## config.mk

```make
export PLATFORM = sky130hd
export DESIGN_NAME = pirq_ctrl
export DESIGN_NICKNAME = d
export VERILOG_FILES = /design/src/rtl/pirq_pkg.sv /design/src/rtl/pirq_pend_bank.sv /design/src/rtl/pirq_select.sv /design/src/rtl/pirq_ctrl.sv
export SDC_FILE = /design/constraint.sdc
export NUM_CORES = 1
export LEC_CHECK = 0
export BUFFER_PORTS_ARGS = -buffer_cell sky130_fd_sc_hd__buf_2
export CORE_ASPECT_RATIO = 0.75
export CORE_UTILIZATION = 56
export DETAILED_ROUTE_END_ITERATION = 8
export HOLD_SLACK_MARGIN = 0.02
export PLACE_DENSITY = 0.9
export REMOVE_ABC_BUFFERS = 1
export SYNTH_ARGS = -nofsm -noshare
export SYNTH_HDL_FRONTEND = slang
export SYNTH_SLANG_ARGS = --single-unit
```

## constraint.sdc

```tcl
create_clock -name clk -period 2.6 [get_ports clk]
set_input_delay 0.65 -clock clk [delete_from_list [all_inputs] [get_ports clk]]
set_output_delay 0.65 -clock clk [all_outputs]
set_load 0.03 [all_outputs]
```

## src/rtl/pirq_pkg.sv

```systemverilog
package pirq_pkg;
  localparam int unsigned DEF_NUM_VEC = 256;
  localparam int unsigned DEF_CLASS_W = 4;
endpackage

```

## src/rtl/pirq_pend_bank.sv

```systemverilog
module pirq_pend_bank #(
  parameter int unsigned NUM_VEC = pirq_pkg::DEF_NUM_VEC,
  localparam int unsigned IDX_W  = $clog2(NUM_VEC)
) (
  input  logic               clk,
  input  logic               rst_n,
  input  logic [NUM_VEC-1:0] req,
  input  logic               clr_en,
  input  logic [IDX_W-1:0]   clr_idx,
  output logic [NUM_VEC-1:0] pend
);
  logic [NUM_VEC-1:0] clr_mask;
  logic [NUM_VEC-1:0] pend_q;

  for (genvar i = 0; i < NUM_VEC; i++) begin : g_dec
    assign clr_mask[i] = clr_en && (clr_idx == IDX_W'(i));
  end

  // set dominates clear so a same-cycle request survives its acknowledge
  always_ff @(posedge clk) begin
    if (!rst_n) pend_q <= '0;
    else        pend_q <= req | (pend_q & ~clr_mask);
  end

  assign pend = pend_q;

  // every request seen at an edge is pending afterwards
  a_r2_req_sets: assert property (@(posedge clk) disable iff (!rst_n)
    ((pend_q & $past(req)) == $past(req)));
endmodule

```

## src/rtl/pirq_select.sv

```systemverilog
module pirq_select #(
  parameter int unsigned NUM_VEC = pirq_pkg::DEF_NUM_VEC,
  parameter int unsigned CLASS_W = pirq_pkg::DEF_CLASS_W,
  localparam int unsigned IDX_W  = $clog2(NUM_VEC),
  localparam int unsigned SHIFT  = IDX_W - CLASS_W
) (
  input  logic [NUM_VEC-1:0] pend,
  input  logic [CLASS_W-1:0] thr,
  output logic               hit,
  output logic [IDX_W-1:0]   idx
);
  logic [NUM_VEC-1:0] elig;

  for (genvar i = 0; i < NUM_VEC; i++) begin : g_elig
    localparam int unsigned CLS = i >> SHIFT;
    assign elig[i] = pend[i] && (CLASS_W'(CLS) > thr);
  end

  // ascending scan: the last eligible index seen is the highest
  always_comb begin
    hit = 1'b0;
    idx = '0;
    for (int k = 0; k < NUM_VEC; k++) begin
      if (elig[k]) begin
        hit = 1'b1;
        idx = IDX_W'(k);
      end
    end
  end
endmodule

```

## src/rtl/pirq_ctrl.sv

```systemverilog
module pirq_ctrl #(
  parameter int unsigned NUM_VEC = pirq_pkg::DEF_NUM_VEC,
  parameter int unsigned CLASS_W = pirq_pkg::DEF_CLASS_W,
  localparam int unsigned IDX_W  = $clog2(NUM_VEC)
) (
  input  logic               clk,
  input  logic               rst_n,
  input  logic [NUM_VEC-1:0] irq_req,
  input  logic               thr_wr_en,
  input  logic [CLASS_W-1:0] thr_wr_data,
  output logic [CLASS_W-1:0] cur_thr,
  output logic               irq_valid,
  output logic [IDX_W-1:0]   irq_vector,
  input  logic               irq_ready
);
  logic [CLASS_W-1:0] thr_q;
  logic [NUM_VEC-1:0] pend;
  logic               sel_hit;
  logic [IDX_W-1:0]   sel_idx;
  logic               valid_q;
  logic [IDX_W-1:0]   vec_q;
  logic               xfer;

  assign xfer = valid_q && irq_ready;

  always_ff @(posedge clk) begin
    if (!rst_n)         thr_q <= '0;
    else if (thr_wr_en) thr_q <= thr_wr_data;
  end

  pirq_pend_bank #(.NUM_VEC(NUM_VEC)) u_bank (
    .clk     (clk),
    .rst_n   (rst_n),
    .req     (irq_req),
    .clr_en  (xfer),
    .clr_idx (vec_q),
    .pend    (pend)
  );

  pirq_select #(.NUM_VEC(NUM_VEC), .CLASS_W(CLASS_W)) u_sel (
    .pend (pend),
    .thr  (thr_q),
    .hit  (sel_hit),
    .idx  (sel_idx)
  );

  // a taken offer is withdrawn for one cycle so it cannot be taken twice
  always_ff @(posedge clk) begin
    if (!rst_n) begin
      valid_q <= 1'b0;
      vec_q   <= '0;
    end else begin
      valid_q <= xfer ? 1'b0 : sel_hit;
      vec_q   <= sel_idx;
    end
  end

  assign cur_thr    = thr_q;
  assign irq_valid  = valid_q;
  assign irq_vector = vec_q;

  // an offered vector's class beat the threshold that selected it
  a_r4_class_gate: assert property (@(posedge clk) disable iff (!rst_n)
    irq_valid |-> (irq_vector[IDX_W-1 -: CLASS_W] > $past(thr_q)));

  // top threshold leaves nothing offered on the next cycle
  a_r4_full_block: assert property (@(posedge clk) disable iff (!rst_n)
    (&thr_q) |=> !irq_valid);

  // an offered vector is always still pending
  a_r5_offer_pending: assert property (@(posedge clk) disable iff (!rst_n)
    irq_valid |-> pend[irq_vector]);

  // a transfer without a racing request clears the bit
  a_r7_ack_clears: assert property (@(posedge clk) disable iff (!rst_n)
    (irq_valid && irq_ready && !irq_req[irq_vector]) |=> !pend[$past(irq_vector)]);

  // a transfer drops the offer for one cycle
  a_r7_gap: assert property (@(posedge clk) disable iff (!rst_n)
    (irq_valid && irq_ready) |=> !irq_valid);

  // acknowledge without an offer leaves pending bits alone
  a_r10_idle_ack: assert property (@(posedge clk) disable iff (!rst_n)
    (!irq_valid && irq_ready) |=> ((pend & $past(pend)) == $past(pend)));
endmodule

```

[Yosys cells after proc, flatten, opt, wreduce, memory -nomap -nowiden]
Cells that the tools add are included.
Word-level totals
  output and inout port bits: 13
  register bits: 269
  input bits: 264
  word-level logic and storage cells: 1305
Operators by class
  bitwise operators: 4
  magnitude comparators: 16
  reductions and logical operators: 515
  mux-type cells: 511
  equality and inequality tests: 255
Operators with widths (number)
  8-bit == test, second input constant: 128
  8-bit two-way mux: 128
  1-bit logical AND: 513
  8-bit by 7-bit == test with 1-bit output, second input constant: 64
  7-bit two-way mux: 64
  1-bit two-way mux: 257
  256-bit AND: 1
  8-bit by 6-bit == test with 1-bit output, second input constant: 32
  256-bit NOT: 1
  256-bit bitwise OR: 1
  6-bit two-way mux: 32
  8-bit by 5-bit == test with 1-bit output, second input constant: 16
  5-bit two-way mux: 16
  8-bit by 4-bit == test with 1-bit output, second input constant: 8
  8-bit by 3-bit == test with 1-bit output, second input constant: 4
  4-bit > comparator, first input constant: 8
  4-bit two-way mux: 8
  8-bit by 2-bit == test with 1-bit output, second input constant: 2
  3-bit by 4-bit > comparator with 1-bit output, first input constant: 4
  3-bit two-way mux: 4
  8-bit by 1-bit == test with 1-bit output, second input constant: 1
  1-bit by 4-bit > comparator with 1-bit output, first input constant: 2
  2-bit by 4-bit > comparator with 1-bit output, first input constant: 2
  8-bit logical NOT: 1
  other kinds (3): 4

[Logic depth before layout (Yosys ltp)]
Gate-level depths: netlist of the first run.
  depth in word-level cells: 258
  depth in mapped cells: 11
  gate-level depth less buffers: 8

[By module]
A second synthesis of the first run with hierarchy kept.
Second synthesis, totals
  cell total of the unflattened synthesis: 1888
  area, all modules: 14883.0 µm²
By module, submodules not included
  pirq_pend_bank: times used 1, area each 10497.6 µm², cells an instance 1165
  pirq_select: times used 1, area each 3980.1 µm², cells an instance 689
  pirq_ctrl: times used 1, area each 405.4 µm², cells an instance 34

[Worst setup path after synthesis of the first run]
No wires, ideal clock.
  kind: flip-flop to flip-flop
  start point: reg thr_q[0], in the netlist cur_thr[0]
  end point: reg vec_q[0], in the netlist irq_vector[0]
  setup slack: 0.169 ns
  arrival: 2.299 ns
  library setup time: 0.132 ns
  clock period less this slack: 2.431 ns
  cell stages (with the launch flop): 12
  path buffers: 3
  data required time: 2.468 ns
  cell sequence: dfxtp_1 > buf_4 > or2_0 > buf_2 > and2_1 > buf_4 > a21o_1 > o2111ai_1 > or3_1 > a221o_1 > a311oi_1 > a211oi_1
Between the ends
  word-level cells in the longest chain between the ends: 257
RTL lines
  start: declaration: line pirq_ctrl.sv:16  | logic [CLASS_W-1:0] thr_q;
  start signal: assignment: line pirq_ctrl.sv:28  | else if (thr_wr_en) thr_q <= thr_wr_data;
  1-bit by 4-bit > comparator with 1-bit output: line pirq_select.sv:16  | assign elig[i] = pend[i] && (CLASS_W'(CLS) > thr);
  1-bit logical AND: line pirq_select.sv:16
  1-bit two-way mux: line pirq_select.sv:24  | if (elig[k]) begin
  2-bit two-way mux (2 in series): line pirq_select.sv:24
  3-bit two-way mux (4 in series): line pirq_select.sv:24
  4-bit two-way mux (8 in series): line pirq_select.sv:24
  5-bit two-way mux (16 in series): line pirq_select.sv:24
  6-bit two-way mux (32 in series): line pirq_select.sv:24
  7-bit two-way mux (64 in series): line pirq_select.sv:24
  8-bit two-way mux (127 in series): line pirq_select.sv:24
  8-bit two-way mux *: line pirq_select.sv:24
  end signal: assignment: line pirq_ctrl.sv:54  | vec_q <= sel_idx;
  end: declaration: line pirq_ctrl.sv:21  | logic [IDX_W-1:0] vec_q;
Every way passes the cells marked *; elsewhere a longest branch is shown, timed or not.
A chain may end at the register's enable or synchronous reset.

[Worst setup path after layout of the first run]
  start point: reg thr_q[1], in the netlist cur_thr[1]
  end point: reg vec_q[0], in the netlist irq_vector[0]
The elaborated chain is that of the path after synthesis.

==> results of run 1 <==
-- worst register-to-register path, delay by kind of cell, from the launching register on --
family | cells | cell delay (ns)
and+or+nand+nor | 3 | 0.68
DFF | 1 | 0.33
buffers and inverters | 2 | 0.32
AOI/OAI and AO/OA | 5 | 1.08
-- cells in the mapped netlist (all sizes together), types with 15 or more instances --
cell type,number
nand3,20
nor2b,158
or3,15
o31ai,16
nor4,60
nor3,46
dfxtp,253
o21a,170
inv,46
a31oi,25
nand2,207
nor2,189
clkbuf,60
a21oi,246
buf,17
o21ai,52
-- power by group through the flow --
stage               registers (uW)  clock network (uW)  logic (uW)
floorplan                     4520                   0         923
global placement              4570                   0        1650
detailed placement            4580                   0        1680
CTS                           4500                3760        1700
global route                  4560                3910        1910
finish                        4530                3770        1770
-- state kept, by name, indices dropped and copies added, names as in the netlist --
signal / count
u_bank.pend: 240
irq_vector: 8
cur_thr: 4
irq_valid: 1
-- per-layer routing --
layer	part of all wire [%]	up-vias	global-route usage [%]
met5	0.12	-	2.00
met4	4.3	2	17.2
met3	14	184	11.1
met2	40	1153	60.7
met1	42	7192	60.2
li1	-	7004	-
-- area by class of cell --
type | instances | area [sq um]
multi-input cells | 1395 | 7960
clock inverters | 11 | 134
repair buffers | 379 | 2230
well taps | 300 | 375
fillers | 1887 | 6610
flip-flops and latches | 253 | 5070
diodes | 2 | 5.00
inverters | 46 | 173
clock buffers | 34 | 689
-- path summary, 6_finish.rpt --
path                                 startpoint               end  slack (ns)  depth (start not counted)
worst min-delay path               irq_req[227]  u_bank.pend[227]        0.31                          2
worst min register to register  u_bank.pend[16]   u_bank.pend[16]        0.51                          2
worst max-delay path                 cur_thr[1]     irq_vector[0]        0.07                         10
worst max register to register       cur_thr[1]     irq_vector[0]        0.07                         10
-- cells by family (layout without fill, tap and decap cells) --
logic type	after synthesis	after routing
AOI/OAI and AO/OA	632	632
buffers and inverters	123	470
DFF	253	253
muxes	4	4
other	0	2
and+or+nand+nor	759	759
-- cells in the final DEF (no fill, tap or decap), types with 4 or more instances in the layout --
cell	Yosys	routed
a211oi_1	14	13
a21o_1	9	9
a21oi_1	244	242
a21oi_2	2	4
a311oi_1	4	4
a31oi_1	24	23
a41oi_1	5	5
and2_1	8	8
and3_1	5	5
buf_2	7	259
buf_4	5	115
clkbuf_1	60	6
clkbuf_16	0	25
clkinv_2	0	7
dfxtp_1	253	251
inv_1	46	46
mux2i_1	4	4
nand2_1	207	207
nand2b_1	14	14
nand3_1	20	20
nand4_1	7	7
nor2_1	189	189
nor2b_1	158	157
nor3_1	46	45
nor4_1	59	52
nor4_2	1	8
o2111ai_1	6	5
o211ai_1	6	6
o21a_1	170	169
o21ai_0	49	47
o21bai_1	10	10
o221ai_1	5	5
o22ai_1	9	9
o311ai_0	10	10
o31ai_1	16	16
o41ai_1	5	5
or2_2	12	12
or3_1	15	14
or4_1	9	9
-- what timing repair did --
| action | CTS | global route |
|---|---|---|
| resized for setup | 1 | 24 |
| endpoints found under the setup margin | 1 | 6 |
| gates cloned | 0 | 0 |
-- through the flow --
stage,instance area [sq um],util [%]
global placement,15700,67.7
detailed placement,15700,67.7
floorplan,13100,-
finish,16600,71.6
CTS,16600,71.2
global route,16600,71.6
==> impl_results.md, run 1 <==
* 1st-pass router iterations at 7
* Clock Tree Root: clkbuf_16
* Switching share of power at between 20% and 30%
* Antenna violations before repair at 0
* Number of synthesized register bits at 253
* Cell type contributing the most total cell area after synthesis: dfxtp_1
* Final Hold Viols at 0
* Peak VDD IR at roughly 0.48 mV
* Overall power at just over 10000 uW
* Routed len/inst at 22.1 microns
* Register share of total power at 44.9%
* Antenna Nets Post-Route at 0
* Pint at roughly 7000 uW
* Power density cells at 605 mW/mm^2
* Max Clk Rate at slightly below 400 MHz
* I/O pin total at ~280
* Worst-path cell chain: and2_1 > buf_4 > o21ai_2 > a211o_1 > nor4_1 > or3_1 > a221o_1 > a311oi_1 > buf_4 > a211oi_1
* Num rows at 48
* Die Span Y at 136 microns
* HPWL reported at the end of detailed placement at around 40000 microns
* Cell count after synthesis at approximately 1800
* Die width at between 150 and 200 microns
* CP Max Fanout at 4
* Post-Synth XOR/XNOR Area at 0%
* Clock Sink Count at 253
* Multiplexer share of the synthesized area at 0.299%
* Initial DRC Count at 2238
* Seq/Total Area, Yosys at a little under two fifths
* Crit path required time at 3.02 ns
* Period utilisation layout at between 90% and 100%
* Layout cell share with drive strength beyond 1 at a little over a fifth
* Post-synth ARST share at 0%
* Synth top area cells: dfxtp_1, o21a_1, a21oi_1
* CP max stage delay at approximately 0.46 ns
* Vias in the first global route at 14400
* Core Area at roughly 0.023 sq mm
* Max_slew headroom at 55.1%
* Crit Path Category: reg2reg
* Clock power share at 37.4%
* CP max stage cell: or3_1
* Simple-gate share of the synthesized area at between 20% and 30%
* Average footprint of a synthesized cell at ~7.6 sq um
* Final Critical Period at approximately 2.5 ns
* Die ar. at roughly 0.025 sq mm
* Ys flop type: dfxtp_1
* Post-CTS Hold Buffers at 0
* Synth Area in Compound Gates at 30.6%
* Arr. time, crit path at between 2 and 3 ns
* Largest net degree at the start of global routing at between 80 and 90
* Layout Nets at 2364
* Top cell type's share of synthesized area at 37.8%
* Worst Setup End Kind: register
* Cell repeated most along the worst path: buf_4
* Via count at about 16000
* P_leak at between 0.006 and 0.007 uW
* Vias/cell at 6.42
* GRT overflow at 0
* Worst-Skew Late Latency at roughly 0.55 ns
* Max-cap violations at 0
* Number of synthesized flops with an enable pin at 0
* Worst setup SP type: register
* First-pass GRT wire length at 80100 microns
* Drt drc at 0
* Pre-CTS WS at around 0.011 ns
* Main combinational cell family by area after synthesis: compound AO/OA/AOI/OAI gates
* Post-Route Skew at ~0.015 ns
* Hold Crit Class: in2reg
* Post-Route WL at 53600 microns
* Longest Clk Path Bufs at 3
* Dpl cells at about 2400
* Buffers plus inverters on the worst setup path at 2
* Postcts setup bufs at 0
* Finish-stage setup viols at 0
* All-Layer GR Usage at 42.5%
* Outcome: finished clean
* Worst Tran Pin Value at approximately 0.67 ns
* Setup WS post-layout at 0.0668 ns
* CTS tree: done
* Layout Cells excl Fill at about 2400
* Top cell family by delay on the critical path: compound AO/OA/AOI/OAI gates
* H-tree level count at 1
* Setup TNS at 0 ns
* CTS clk-pin slew, worst paths at around 0.070 ns
* GPL Wtd Cong at between 1 and 1.5
* Port Buffers at 260
* Switching power at 2970 uW
* Initial core utilization at just under 60%
* Netlist cell types at 69
* WHS at 0.305 ns
* Post-Synth Adder-Cell Area at 0%
* Cts bufs inserted at 25
* Comb pwr share at about 18%
* Synthesized cell area at ~0.013 sq mm
* Max Slew Vio Count at 0
* Layout area overhead at 24.0%
* Synthesis Warnings at 0
Power figures use the tool's default switching activity.
==> inputs of run 2 (changes only) <==
- ABC_AREA: unset -> 1
- CORE_UTILIZATION: 56 -> 43
- PLACE_DENSITY: 0.9 -> 0.74
==> impl_results.md, run 2 <==
* Outcome: complete, but fails checks
* Failing checks: setup timing
* Average footprint of a synthesized cell at 6.16 sq um (-19%)
* CP max stage delay at 0.38 ns (-0.08 ns)
* Busiest grt layer: met2
* Port Buffers at 260 (unchanged)
* Post-synth ARST share at 0% (unchanged)
* Die Span Y at 154 microns (+13%)
* Cts bufs inserted at 27 (+8.0%)
* Sequential cell area at 0.00507 sq mm (+0.15%)
* Antenna violations before repair at 0 (unchanged)
* I/O pin total at 277 (unchanged)
* All-Layer GR Usage at 33.8% (-8.7 points)
* Power density cells at 599 mW/mm^2 (-1.1%)
* Drt drc at 0 (unchanged)
* Via count at 16700 (+7.2%)
* Crit Path Category: reg2reg
* Synthesized cell area at 0.0133 sq mm (-0.92%)
* Peak VDD IR at 0.413 mV (-13%)
* CP max stage cell: dfxtp_4
* Met3 Track Usage GR at 6.83% (-4.3 points)
* Max Clk Rate at 79.0 MHz (-80%)
* Longest Clk Path Bufs at 3 (unchanged)
* Clock Sink Count at 253 (unchanged)
* Ant. Diodes at 0 (-2)
* Period utilisation layout at 487% (+390 points)
* HPWL reported at the end of detailed placement at 41500 microns (+3.3%)
* P_leak at 0.0102 uW (+55%)
* Post-route cell area at 0.0193 sq mm (+16%)
* GPL Wtd Cong at 1.00 (-6.0%)
* Initial core utilization at 43.9% (-14 points)
* Cell Area, Placed at 0.0174 sq mm (+11%)
* Most frequent cells in the layout: nand2_1, buf_4, inv_1, o21ai_0, buf_2
* Cell repeated most along the worst path: nand2_1
* Cell count after synthesis at 2158 (+22%)
* Reg2Reg Setup Slack at -10.05 ns (-10.12 ns)
* CTS tree: done
* RSZ-0062 raised after global routing: true
* Core Area at 0.0303 sq mm (+30%)
* Hold Crit Class: in2reg
* Crit path required time at 3.11 ns (+0.09 ns)
* Layout Nets at 3012 (+27%)
* Number of synthesized register bits at 253 (unchanged)
* Layout cell share with drive strength beyond 1 at 28.7% (+6.9 points)
* Arr. time, crit path at 13.16 ns (+10.21 ns)
* CP Max Fanout at 6 (+2)
* First-pass GRT wire length at 82000 microns (+2.4%)
* Max-cap violations at 0 (unchanged)
* Met1 global-route usage at 48.8% (-11 points)
* Initial DRC Count at 1582 (-29%)
* Post-Route Skew at 0.0164 ns (+0.00176 ns)
* Post-Route WL at 55900 microns (+4.3%)
* Largest net degree at the start of global routing at 83 (-2.4%)
* Routed len/inst at 17.6 microns (-20%)
* Max_slew headroom at 55.3% (+0.20 points)
* Final Hold Viols at 0 (unchanged)
* Reg2reg start: cur_thr[3]
* Synth top area cells: dfxtp_1, nand2_1, o21ai_0
* Most common cell after layout, fill and taps aside: nand2_1
* Worst setup SP type: register
* Worst-Skew Late Latency at 0.57 ns (+0.02 ns)
* H-tree level count at 1 (unchanged)
* Vias in the first global route at 15200 (+5.5%)
* Cell type contributing the most total cell area after synthesis: dfxtp_1
* Setup TNS at -24.06 ns (-24.06 ns)
* Top cell type's share of synthesized area at 38.1% (+0.35 points)
* HP Start: irq_req[61]
* Fin util at 63.7% (-7.9 points)
* Met2 Usage GRT at 49.6% (-11 points)
* Pre-CTS WS at -9.85 ns (-9.86 ns)
* Netlist cell types at 32 (-54%)
* Die width at 205 microns (+13%)
* Number of synthesized flops with an enable pin at 0 (unchanged)
* Setup WS post-layout at -10.05 ns (-10.12 ns)
* Finish-stage setup viols at 9 (+9)
* Max Slew Vio Count at 0 (unchanged)
* Crit. Startpoint: cur_thr[3]
* Count leader, synth: nand2_1
* WHS at 0.310 ns (+0.00514 ns)
* Antenna Nets Post-Route at 0 (unchanged)
* Final Critical Period at 12.65 ns (+10.12 ns)
* Worst Tran Pin Value at 0.662 ns (-0.00975 ns)
* Fillers at 2746 (+46%)
* Vias/cell at 5.26 (-18%)
* Seq/Total Area, Yosys at 38.1% (+0.35 points)
* CTS clk-pin slew, worst paths at 0.07 ns (about the same)
* Commonest cells in the synthesized netlist: nand2_1, o21ai_0, inv_1, a21oi_1, dfxtp_1
* Largest register FFs at 240 (unchanged)
* Multi-input combinational cell area at 0.00706 sq mm (-11%)
* 1st-pass router iterations at 6 (-1)
* Synthesis Warnings at 0 (unchanged)
* Num rows at 55 (+15%)
* Layout area overhead at 45.2%
* GRT overflow at 0 (unchanged)
* Ys flop type: dfxtp_1
* Clock Tree Root: clkbuf_16
* Die ar. at 0.0316 sq mm (+29%)
* Worst Setup End Kind: register
-- run 2: cell count changes after synthesis, moves of 21 or more --
cell and change:
o21ai_0 +284, nor2b_1 -158, o21a_1 -170, nor3_1 -36
nor2_1 -77, a21oi_1 +21, inv_1 +268, nor4_1 -49
nand2_1 +469
-- run 2: cells by family (layout without fill, tap and decap cells) --
kind of cell    Yosys count  after routing  share of synthesized area, %
flops                   253            253                          38.1
simple gates            871            871                          25.9
buf+inv                 410           1021                          12.0
compound gates          624            624                          24.0
-- run 2: power breakdown --
group	leakage, uW	internal [uW]	switching [uW]
Sequential	0.00212	4160	231
Combinational	0.00764	1370	1590
Clock	0.000467	2470	1740
-- run 2: area by class of cell --
type / instances / share of cell area, %
clock buffer: 35 / 3.92
timing repair buffer: 646 / 23.1
clock inverter: 15 / 1.07
tap: 399 / 2.59
inverter: 325 / 6.45
sequential: 253 / 26.3
multi-input combinational: 1495 / 36.6
-- run 2: what timing repair did --
action	4_1_cts	5_1_grt
hold buffers	0	0
endpoints found under the setup margin	9	9
resized for setup	112	82
setup buffers	21	15
pin swaps	39	43
cloned	1	0
-- run 2: stage by stage --
step,power (uW),std cells
final,11600,3168
after global routing,12000,3168
after CTS,11300,3156
after detailed placement,7050,3084
after global placement,6990,3084
after floorplan,5700,2073
-- run 2: per-layer routing --
| layer | part of all wire [%] | wire length [microns] |
|---|---|---|
| met4 | 4.3 | 2390 |
| met3 | 11 | 6040 |
| met5 | 0 | 0 |
| met1 | 44 | 24300 |
| met2 | 41 | 23100 |
-- run 2: worst max-delay path, delay by kind of cell (launching register included) --
kind,cells,cell delay (ns)
compound gates,1,0.10
buf+inv,10,1.07
flops,1,0.38
simple gates,218,10.96
-- run 2: final timing paths --
check | endpoint | cells after the start
worst max-delay path | irq_vector[0] | 229
worst min-delay path | u_bank.pend[61] | 3
worst max register to register | irq_vector[0] | 229
worst min register to register | u_bank.pend[134] | 2
==> inputs of run 3 (changes only) <==
- CAP_MARGIN: unset -> 20
- PLACE_DENSITY: 0.74 -> 0.77
- clock period: 2.6 -> 10.1 ns (I/O delays scaled with it)
==> impl_results.md, run 3 (synthesis gave the netlist of run 2 again) <==
* CTS tree: done
* RSZ-0062 raised after global routing: true
* Initial core utilization at 43.9% (unchanged)
* Register share of total power at 41.3% (+3.3 points)
* Buffers plus inverters on the worst setup path at 1 (-9)
* Routed len/inst at 18.1 microns (+2.7%)
* Layout Nets at 2721 (-9.7%)
* Clock Sink Count at 253 (unchanged)
* Most frequent cells in the layout: nand2_1, o21ai_0, inv_1, a21oi_1, buf_2
* CP max stage cell: dfxtp_2
* Outcome: complete, but fails checks
* Setup WS post-layout at -2.66 ns (+7.40 ns)
* GRT overflow at 0 (unchanged)
* Post-route cell area at 0.0164 sq mm (-15%)
* Pre-CTS WS at -2.45 ns (+7.40 ns)
* Worst hold endpoint: u_bank.pend[128]
* Crit path required time at 10.57 ns (+7.46 ns)
* Hold Path Cell Cnt at 2 (-1)
* Reg2Reg Setup Slack at -2.66 ns (+7.40 ns)
* CP Max Fanout at 7 (+1)
* 1st-pass router iterations at 6 (unchanged)
* Layout area overhead at 23.3%
* CTS clk-pin slew, worst paths at 0.06 ns (about the same)
* Reg2reg start: cur_thr[2]
* GPL Wtd Cong at 1.02 (+1.9%)
* Die Span Y at 154 microns (unchanged)
* Initial DRC Count at 1671 (+5.6%)
* Finish-stage setup viols at 1 (-8)
* Worst-Skew Late Latency at 0.56 ns (about the same)
* Final Critical Period at 12.76 ns (+0.103 ns)
* Peak VDD IR at 0.114 mV (-72%)
* Overall power at 2730 uW (-76%)
* Largest net degree at the start of global routing at 101 (+22%)
* Vias/cell at 5.39 (+2.6%)
* Comb pwr share at 20.4% (-5.2 points)
* Post-CTS Hold Buffers at 0 (unchanged)
* Cell repeated most along the worst path: nand2_1
* All-Layer GR Usage at 32.2% (-1.6 points)
* Power density cells at 167 mW/mm^2 (-72%)
* Cts bufs inserted at 26 (-3.7%)
* Failing checks: setup timing
* Via count at 15500 (-7.0%)
* Most common cell after layout, fill and taps aside: nand2_1
* Largest register FFs at 240 (unchanged)
* Ant. Diodes at 0 (unchanged)
* Vias in the first global route at 14100 (-7.3%)
* Worst Tran Pin Value at 1.19 ns (+0.525 ns)
* Post-Route WL at 52000 microns (-6.8%)
* Setup TNS at -2.66 ns (+21.41 ns)
* Max-cap violations at 0 (unchanged)
* Antenna Nets Post-Route at 0 (unchanged)
* Max Clk Rate at 78.4 MHz (-0.81%)
* Hold Crit Class: reg2reg
* Fillers at 3081 (+12%)
* Pint at 1900 uW (-76%)
* Top cell family by delay on the critical path: simple AND/OR/NAND/NOR gates
* Cell Area, Placed at 0.0154 sq mm (-11%)
* H-tree level count at 1 (unchanged)
* I/O pin total at 277 (unchanged)
* First-pass GRT wire length at 77900 microns (-5.0%)
* Switching power at 826 uW (-77%)
* Crit Path Category: reg2reg
* Drt drc at 0 (unchanged)
* P_leak at 0.00863 uW (-16%)
* HPWL reported at the end of detailed placement at 38500 microns (-7.1%)
* Reg-to-reg critical path endpoint: irq_vector[0]
* Clock Tree Root: clkbuf_16
* HP Start: u_bank.pend[128]
* Clock power share at 38.3% (+1.9 points)
* CP max stage delay at 0.35 ns (-0.03 ns)
* Longest Clk Path Bufs at 3 (unchanged)
* Layout cell share with drive strength beyond 1 at 16.9% (-12 points)
* Worst setup SP type: register
* Fin util at 54.1% (-9.6 points)
* Num rows at 55 (unchanged)
* Worst Setup End Kind: register
* Max Slew Vio Count at 0 (unchanged)
* Core Area at 0.0303 sq mm (unchanged)
* Die ar. at 0.0316 sq mm (unchanged)
* Period utilisation layout at 126% (-360 points)
* Switching share of power at 30.2% (-0.52 points)
* Antenna violations before repair at 0 (unchanged)
* R2R depth at 237 (+3.5%)
* Max_slew headroom at 20.7% (-35 points)
* Post-Route Skew at 0.0187 ns (+0.00228 ns)
* Arr. time, crit path at 13.23 ns (+0.07 ns)
* Die width at 205 microns (unchanged)
* Port Buffers at 260 (unchanged)
* Final Hold Viols at 0 (unchanged)
[run 3: through the flow]
stage / hold WS (ns) / std cells
2_1_floorplan: 0.446 / 2073
3_3_place_gp: 0.454 / 2827
3_5_place_dp: 0.467 / 2827
4_1_cts: 0.476 / 2872
5_1_grt: 0.493 / 2873
6_report: 0.481 / 2873
[run 3: final cells by class]
cell class,count,area [sq um],share of cell area [%]
clock buffers,36,759,4.64
flip-flops and latches,253,5070,31.0
repair buffers,356,2030,12.4
inverters,325,1230,7.51
multi-input cells,1495,6650,40.6
clock inverters,9,145,0.886
well taps,399,499,3.05
[run 3: how the worst max path moves through the flow]
stage | from | end | slack, ns | cells after the start
CTS | cur_thr[1] | irq_vector[0] | -2.42 | 237
global route | cur_thr[0] | irq_vector[0] | -4.96 | 237
floorplan | cur_thr[2] | irq_vector[0] | -1.74 | 237
finish | cur_thr[2] | irq_vector[0] | -2.66 | 237
detailed placement | cur_thr[2] | irq_vector[0] | -2.45 | 237
global placement | cur_thr[2] | irq_vector[0] | -2.21 | 237
[run 3: what timing repair did]
item / in CTS / in global routing
gates cloned: 0 / 0
gates resized for setup: 6 / 6
pin swaps: 2 / 1
setup buffers: 0 / 1
setup endpoints to repair: 1 / 2
endpoints found under the hold margin: 0 / 0
[run 3: power by group through the flow]
stage	Sequential, uW	Clock [uW]	Combinational, uW
2_1_floorplan	1130	0	336
3_3_place_gp	1140	0	529
3_5_place_dp	1140	0	539
4_1_cts	1120	1050	543
5_1_grt	1130	1090	624
6_report	1130	1050	558
[run 3: layer usage]
layer,global-route usage (%),wire [microns],up-vias
met1,46.1,22400,7060
met2,48.0,21600,849
met5,0,0,-
met3,6.89,6370,105
li1,-,-,7477
met4,9.98,1670,0
[run 3: worst reg2reg max path, delay by kind of cell (launching register included)]
| kind | cells | cell delay (ns) |
|---|---|---|
| flip-flops | 1 | 0.35 |
| AND/OR/NAND/NOR | 235 | 12.13 |
| AO/OA/AOI/OAI | 1 | 0.11 |
| buffers and inverters | 1 | 0.08 |
